### config.mk
export PLATFORM = sky130hd
export DESIGN_NAME = alu4_core
export DESIGN_NICKNAME = d
export VERILOG_FILES = /design/src/rtl/alu4_pkg.sv /design/src/rtl/alu4_addsub_cla.sv /design/src/rtl/alu4_barrel.sv /design/src/rtl/alu4_outmux.sv /design/src/rtl/alu4_core.sv
export SDC_FILE = /design/constraint.sdc
export NUM_CORES = 1
export LEC_CHECK = 0
export BUFFER_PORTS_ARGS = -buffer_cell sky130_fd_sc_hd__buf_2
export CAP_MARGIN = 20
export CORE_AREA = 2 2 39 41
export DETAILED_ROUTE_END_ITERATION = 6
export DIE_AREA = 0 0 41 43
export GPL_TIMING_DRIVEN = 0
export PLACE_DENSITY_LB_ADDON = 0.12
export SLEW_MARGIN = 20
export SYNTH_ARGS = -nofsm -noshare
export SYNTH_HDL_FRONTEND = slang
export SYNTH_HIERARCHICAL = 1
export SYNTH_SLANG_ARGS = --single-unit
### constraint.sdc
create_clock -name vclk -period 3.7
set_input_delay 0.925 -clock vclk [all_inputs]
set_output_delay 0.925 -clock vclk [all_outputs]
set_load 0.005 [all_outputs]
### src/rtl/alu4_pkg.sv
package alu4_pkg;
    typedef enum logic [1:0] {
        OP_ADD = 2'b00,
        OP_SUB = 2'b01,
        OP_SHL = 2'b10,
        OP_SAR = 2'b11
    } alu_op_e;
endpackage

### src/rtl/alu4_addsub_cla.sv
module alu4_addsub_cla #(
    parameter int W = 4
) (
    input  logic [W-1:0] a_opd,
    input  logic [W-1:0] b_opd,
    input  logic         do_sub,
    output logic [W-1:0] sum_o,
    output logic         ovf_o
);
    logic [W-1:0] b_eff;
    logic [W-1:0] gen_v;
    logic [W-1:0] prp_v;
    logic [W:0]   cry;

    assign b_eff = b_opd ^ {W{do_sub}};
    assign gen_v = a_opd & b_eff;
    assign prp_v = a_opd ^ b_eff;

    // flattened lookahead: each carry is a sum of products of g/p and carry-in
    always_comb begin
        cry[0] = do_sub;
        for (int i = 0; i < W; i++) begin
            logic term_acc;
            logic prp_run;
            term_acc = 1'b0;
            for (int j = 0; j <= i; j++) begin
                prp_run = gen_v[j];
                for (int k = j + 1; k <= i; k++) prp_run = prp_run & prp_v[k];
                term_acc = term_acc | prp_run;
            end
            prp_run = do_sub;
            for (int k = 0; k <= i; k++) prp_run = prp_run & prp_v[k];
            cry[i+1] = term_acc | prp_run;
        end
    end

    assign sum_o = prp_v ^ cry[W-1:0];
    assign ovf_o = cry[W] ^ cry[W-1];

    always_comb begin

        ovf_sign_chk: assert (!ovf_o || ((a_opd[W-1] == b_eff[W-1]) && (sum_o[W-1] != a_opd[W-1])));

        no_ovf_sign_chk: assert (ovf_o || (a_opd[W-1] != b_eff[W-1]) || (sum_o[W-1] == a_opd[W-1]));
    end
endmodule

### src/rtl/alu4_barrel.sv
module alu4_barrel #(
    parameter int W         = 4,
    parameter bit SHIFT_RIGHT = 1'b0
) (
    input  logic [W-1:0]         d_in,
    input  logic [$clog2(W)-1:0] amt,
    output logic [W-1:0]         d_out
);
    localparam int SW = $clog2(W);

    logic [W-1:0] stg [0:SW];

    assign stg[0] = d_in;

    generate
        for (genvar k = 0; k < SW; k++) begin : g_stage
            localparam int SH = 1 << k;
            logic [W-1:0] moved;
            if (SHIFT_RIGHT) begin : g_sar
                assign moved = {{SH{stg[k][W-1]}}, stg[k][W-1:SH]};
            end else begin : g_shl
                assign moved = {stg[k][W-1-SH:0], {SH{1'b0}}};
            end
            assign stg[k+1] = amt[k] ? moved : stg[k];
        end
    endgenerate

    assign d_out = stg[SW];

    always_comb begin

        zero_amt_pass_chk: assert (amt != '0 || d_out == d_in);
        if (SHIFT_RIGHT) begin

            sign_keep_chk: assert (d_out[W-1] == d_in[W-1]);
        end else begin

            low_fill_chk: assert (amt == '0 || d_out[0] == 1'b0);
        end
    end
endmodule

### src/rtl/alu4_outmux.sv
module alu4_outmux #(
    parameter int NB = 5
) (
    input  logic [1:0]    sel,
    input  logic [NB-1:0] src0,
    input  logic [NB-1:0] src1,
    input  logic [NB-1:0] src2,
    input  logic [NB-1:0] src3,
    output logic [NB-1:0] y_out
);
    generate
        for (genvar b = 0; b < NB; b++) begin : g_lane
            logic lo_pick;
            logic hi_pick;
            assign lo_pick  = sel[0] ? src1[b] : src0[b];
            assign hi_pick  = sel[0] ? src3[b] : src2[b];
            assign y_out[b] = sel[1] ? hi_pick : lo_pick;
        end
    endgenerate

    always_comb begin

        lane_src0_chk: assert (sel != 2'b00 || y_out == src0);

        lane_src2_chk: assert (sel != 2'b10 || y_out == src2);
    end
endmodule

### src/rtl/alu4_core.sv
module alu4_core #(
    parameter int W = 4
) (
    input  logic [W-1:0] x_in,
    input  logic [W-1:0] y_in,
    input  logic [1:0]   op_sel,
    output logic [W-1:0] f_out,
    output logic         ovf_out
);
    import alu4_pkg::*;

    localparam int SW = $clog2(W);
    localparam int NB = W + 1;

    alu_op_e      op_q;
    logic [W-1:0] arith_res;
    logic         arith_ovf;
    logic [W-1:0] shl_res;
    logic [W-1:0] sar_res;
    logic [NB-1:0] picked;

    assign op_q = alu_op_e'(op_sel);

    alu4_addsub_cla #(.W(W)) u_addsub (
        .a_opd (x_in),
        .b_opd (y_in),
        .do_sub(op_sel[0]),
        .sum_o (arith_res),
        .ovf_o (arith_ovf)
    );

    alu4_barrel #(.W(W), .SHIFT_RIGHT(1'b0)) u_shl (
        .d_in (x_in),
        .amt  (y_in[SW-1:0]),
        .d_out(shl_res)
    );

    alu4_barrel #(.W(W), .SHIFT_RIGHT(1'b1)) u_sar (
        .d_in (x_in),
        .amt  (y_in[SW-1:0]),
        .d_out(sar_res)
    );

    alu4_outmux #(.NB(NB)) u_mux (
        .sel  (op_sel),
        .src0 ({arith_ovf, arith_res}),
        .src1 ({arith_ovf, arith_res}),
        .src2 ({1'b0, shl_res}),
        .src3 ({1'b0, sar_res}),
        .y_out(picked)
    );

    assign f_out   = picked[W-1:0];
    assign ovf_out = picked[W];

    always_comb begin

        no_overflow_chk: assert (!(op_q == OP_SHL || op_q == OP_SAR) || ovf_out == 1'b0);

        sub_result_chk: assert (op_q != OP_SUB || f_out == arith_res);
    end
endmodule

==> summary.md <==
| Metric | Value |
|---|---|
| Outcome | `finished with violations` |
| Starting density of the core | `around 32%` |
| Die ar. | `roughly 1800 um2` |
| ANT cells | `0` |
| Portion of the clock cycle consumed by the worst path in the final layout | `100.7%` |
| Overall routing resource usage | `between 10% and 20%` |
| Number of flip-flops and latches | `0` |
| Kind of capture point of the worst setup path | `output pin` |
| Peak ir drop on the vdd network | `a little under 0.07 mV` |
| Final hold slack | `2281 ps` |
| Highest fanout seen on the critical path | `7` |
| Iter 0 DRT Violations | `2` |
| Fin nets | `82` |
| Synth-to-Final Area Change | `42.42%` |
| Synthesized instance count | `42` |
| Hold-fix buffers at CTS | `0` |
| Cell row count | `14` |
| Shortest clock period the worst path allows after layout | `approximately 3700 ps` |
| Sequential area share after synthesis | `0%` |
| Part of the total power dissipated in the clock network | `0%` |
| Net Sw Power | `~0.000044 W` |
| Worst path cell trace | `buf_12, xor2_1, ha_1, ha_2, o211ai_1, nand2_1, mux2_4, mux4_2, buf_2` |
| # Max-Cap Violations | `0` |
| Detailed Routing Iterations Pass 1 | `2` |
| Average cell area after synthesis | `10.61 um2` |
| Violated checks | `setup timing` |
| Met2 routed WL | `approximately 480 um` |
| Routed WL per cell | `between 10 and 15 um` |
| Layout cell share with drive strength beyond 1 | `between 50% and 60%` |
| RD Place Congestion | `between 0.6 and 0.7` |
| Maximum number of pins on one net before global-route repair | `11` |
| Total power after layout | `about 0.00011 W` |
| Total DRC errors in the routed layout | `0` |
| Arrival time reported for the critical path endpoint | `2800 ps` |
| First-pass GRT wire length | `between 1.5 and 2 mm` |
| Switching power as a share of total power | `around two fifths` |
| Synth unique cells | `20` |
| Post-Synthesis Cell Area | `around 450 um2` |
| Fillers | `roughly 130` |
| Crit Path Class | `input port to output pin` |
| Worst Setup Slack post-DPL | `-283.7 ps` |
| Via count of the first global-routing pass | `about 350` |
| Uppermost layer routed | `met4` |
| PortBufs | `15` |
| Part of the power in registers | `0%` |
| Height of the die | `between 40 and 50 um` |
| Warning count from the yosys run | `6` |
| Width of the die | `41 um` |
| Final wirelength | `roughly 950 um` |
| Mean number of vias per cell | `about 5.0` |
| Setup WS post-layout | `-27.35 ps` |
| Internal power | `around 0.000067 W` |
| Leakage power summed over all cells | `slightly above 0.3 nW` |
| Boundary pin count | `15` |
| Cell type of the slowest stage on the worst timing path | `sky130_fd_sc_hd__mux4_2` |
| Final cell utilization of the core | `45.84%` |
| Final Max Slew Viols | `0` |
| Placeable core region | `1384 um2` |
| Fin. Hold Viols | `0` |
| Final-layout setup total negative slack | `-38.11 ps` |
| Detailed placement HPWL | `726.9 um` |
| Sequential cell area | `0 um2` |
| Global route total overflow | `0` |
| Met1 routed wirelength after detailed routing | `430 um` |
| Power density over the cells | `between 150 and 200 nW/um2` |
| Worst min-delay path class | `input port to output pin` |
| Met3 layer wire length in the routed design | `18 um` |
| Required time of the worst setup path | `2770 ps` |
| Number of vias after detailed routing | `406` |
| Initial antenna violation count | `0` |
| Launching element type of the critical path | `input port` |
| Unrepaired setup endpoints after global routing | `true` |
| Delay of the slowest cell on the worst path | `approximately 440 ps` |
| Number of nets with antenna violations after routing | `0` |
| Clock buffer count | `0` |
| Fmax | `~0.27 GHz` |
| Combinational Power Share | `100.0%` |
| Count of final setup violators | `2` |
==> power by group through the flow <==
stage	combinational [W]	clock (W)	sequential, W
after floorplan	0.0000675	0	0
after global routing	0.000123	0	0
after detailed placement	0.0000979	0	0
after CTS	0.000105	0	0
after global placement	0.0000975	0	0
final	0.000111	0	0
==> critical path, delay by kind of cell <==
family                     cells  cell delay (ps)
muxes                          2              750
AOI/OAI and AO/OA              1              170
buffers and inverters          2              250
adders and majority gates      2              460
xor gates and xnor gates       1              150
and+or+nand+nor                1              110
==> cell type report <==
cell class	count	area, um2	share of cell area [%]
buffer	2	18.77	2.959
tap	16	20.02	3.156
multi-input combinational	40	435.4	68.64
timing repair buffer	23	160.2	25.25
==> placed cells by master, fill, tap and decap left out <==
cell                       instances
sky130_fd_sc_hd__nand2_1           2
sky130_fd_sc_hd__xor2_1            4
sky130_fd_sc_hd__mux2_1            1
sky130_fd_sc_hd__a21oi_1           1
sky130_fd_sc_hd__mux4_2            5
sky130_fd_sc_hd__mux4_1            1
sky130_fd_sc_hd__xor2_2            1
sky130_fd_sc_hd__buf_8             1
sky130_fd_sc_hd__buf_6             1
sky130_fd_sc_hd__nor3b_1           1
sky130_fd_sc_hd__buf_4             9
sky130_fd_sc_hd__o211ai_1          1
sky130_fd_sc_hd__buf_2            13
sky130_fd_sc_hd__conb_1            2
sky130_fd_sc_hd__ha_1              4
sky130_fd_sc_hd__nor2_1            4
sky130_fd_sc_hd__o22ai_1           1
sky130_fd_sc_hd__buf_12            1
sky130_fd_sc_hd__ha_2              1
sky130_fd_sc_hd__mux2_4            1
sky130_fd_sc_hd__xnor2_1           2
sky130_fd_sc_hd__mux2i_1           5
sky130_fd_sc_hd__o21a_1            1
sky130_fd_sc_hd__mux2_2            2
==> what timing repair did <==
item / CTS / global route
setup buffers: 3 / 5
pin swaps: 4 / 5
setup endpoints to repair: 3 / 3
gates resized for setup: 6 / 6
==> cell families after synthesis <==
group / share of synthesized area (%)
compound gates: 5.900
mux: 53.37
simple gates: 6.742
other cells: 0.8419
xor+xnor: 13.76
buf+inv: 5.336
fa+ha+maj: 14.04
==> cell usage after synthesis <==
cell                       n  area [um2]
sky130_fd_sc_hd__nor2_1    4       15.01
sky130_fd_sc_hd__mux4_2    5       112.6
sky130_fd_sc_hd__o21a_1    1       7.510
sky130_fd_sc_hd__ha_1      5       62.56
sky130_fd_sc_hd__o211ai_1  1       7.510
sky130_fd_sc_hd__mux2_1    1       11.26
sky130_fd_sc_hd__a21oi_1   1       5.000
sky130_fd_sc_hd__buf_2     1       5.000
sky130_fd_sc_hd__conb_1    1       3.750
sky130_fd_sc_hd__nor3b_1   1       7.510
sky130_fd_sc_hd__mux2_2    2       22.52
sky130_fd_sc_hd__xnor2_1   2       17.52
sky130_fd_sc_hd__nand2_1   2       7.510
sky130_fd_sc_hd__mux4_1    1       26.28
sky130_fd_sc_hd__buf_4     1       7.510
sky130_fd_sc_hd__mux2i_1   5       50.05
sky130_fd_sc_hd__xor2_1    5       43.79
sky130_fd_sc_hd__o22ai_1   1       6.260
sky130_fd_sc_hd__mux2_4    1       15.01
sky130_fd_sc_hd__buf_6     1       11.26
==> routing by layer <==
| layer | track usage [%] | vias up |
|---|---|---|
| met1 | 16.72 | 188 |
| met5 | 0 | - |
| met3 | 0 | 2 |
| met2 | 20.00 | 8 |
| met4 | 0 | 0 |
| li1 | - | 208 |
==> final timing paths <==
path | from | end | slack [ps] | cells past startpoint
max | y_in[0] | ovf_out | -30 | 9
min | op_sel[1] | f_out[0] | 2280 | 3
==> metrics by stage <==
stage	area [um2]	cells
5_1_grt	634.4	81
3_3_place_gp	544.3	74
4_1_cts	585.6	77
2_1_floorplan	449.2	43
3_5_place_dp	544.3	74
6_report	634.4	81
(Power assumes the default switching activity.)
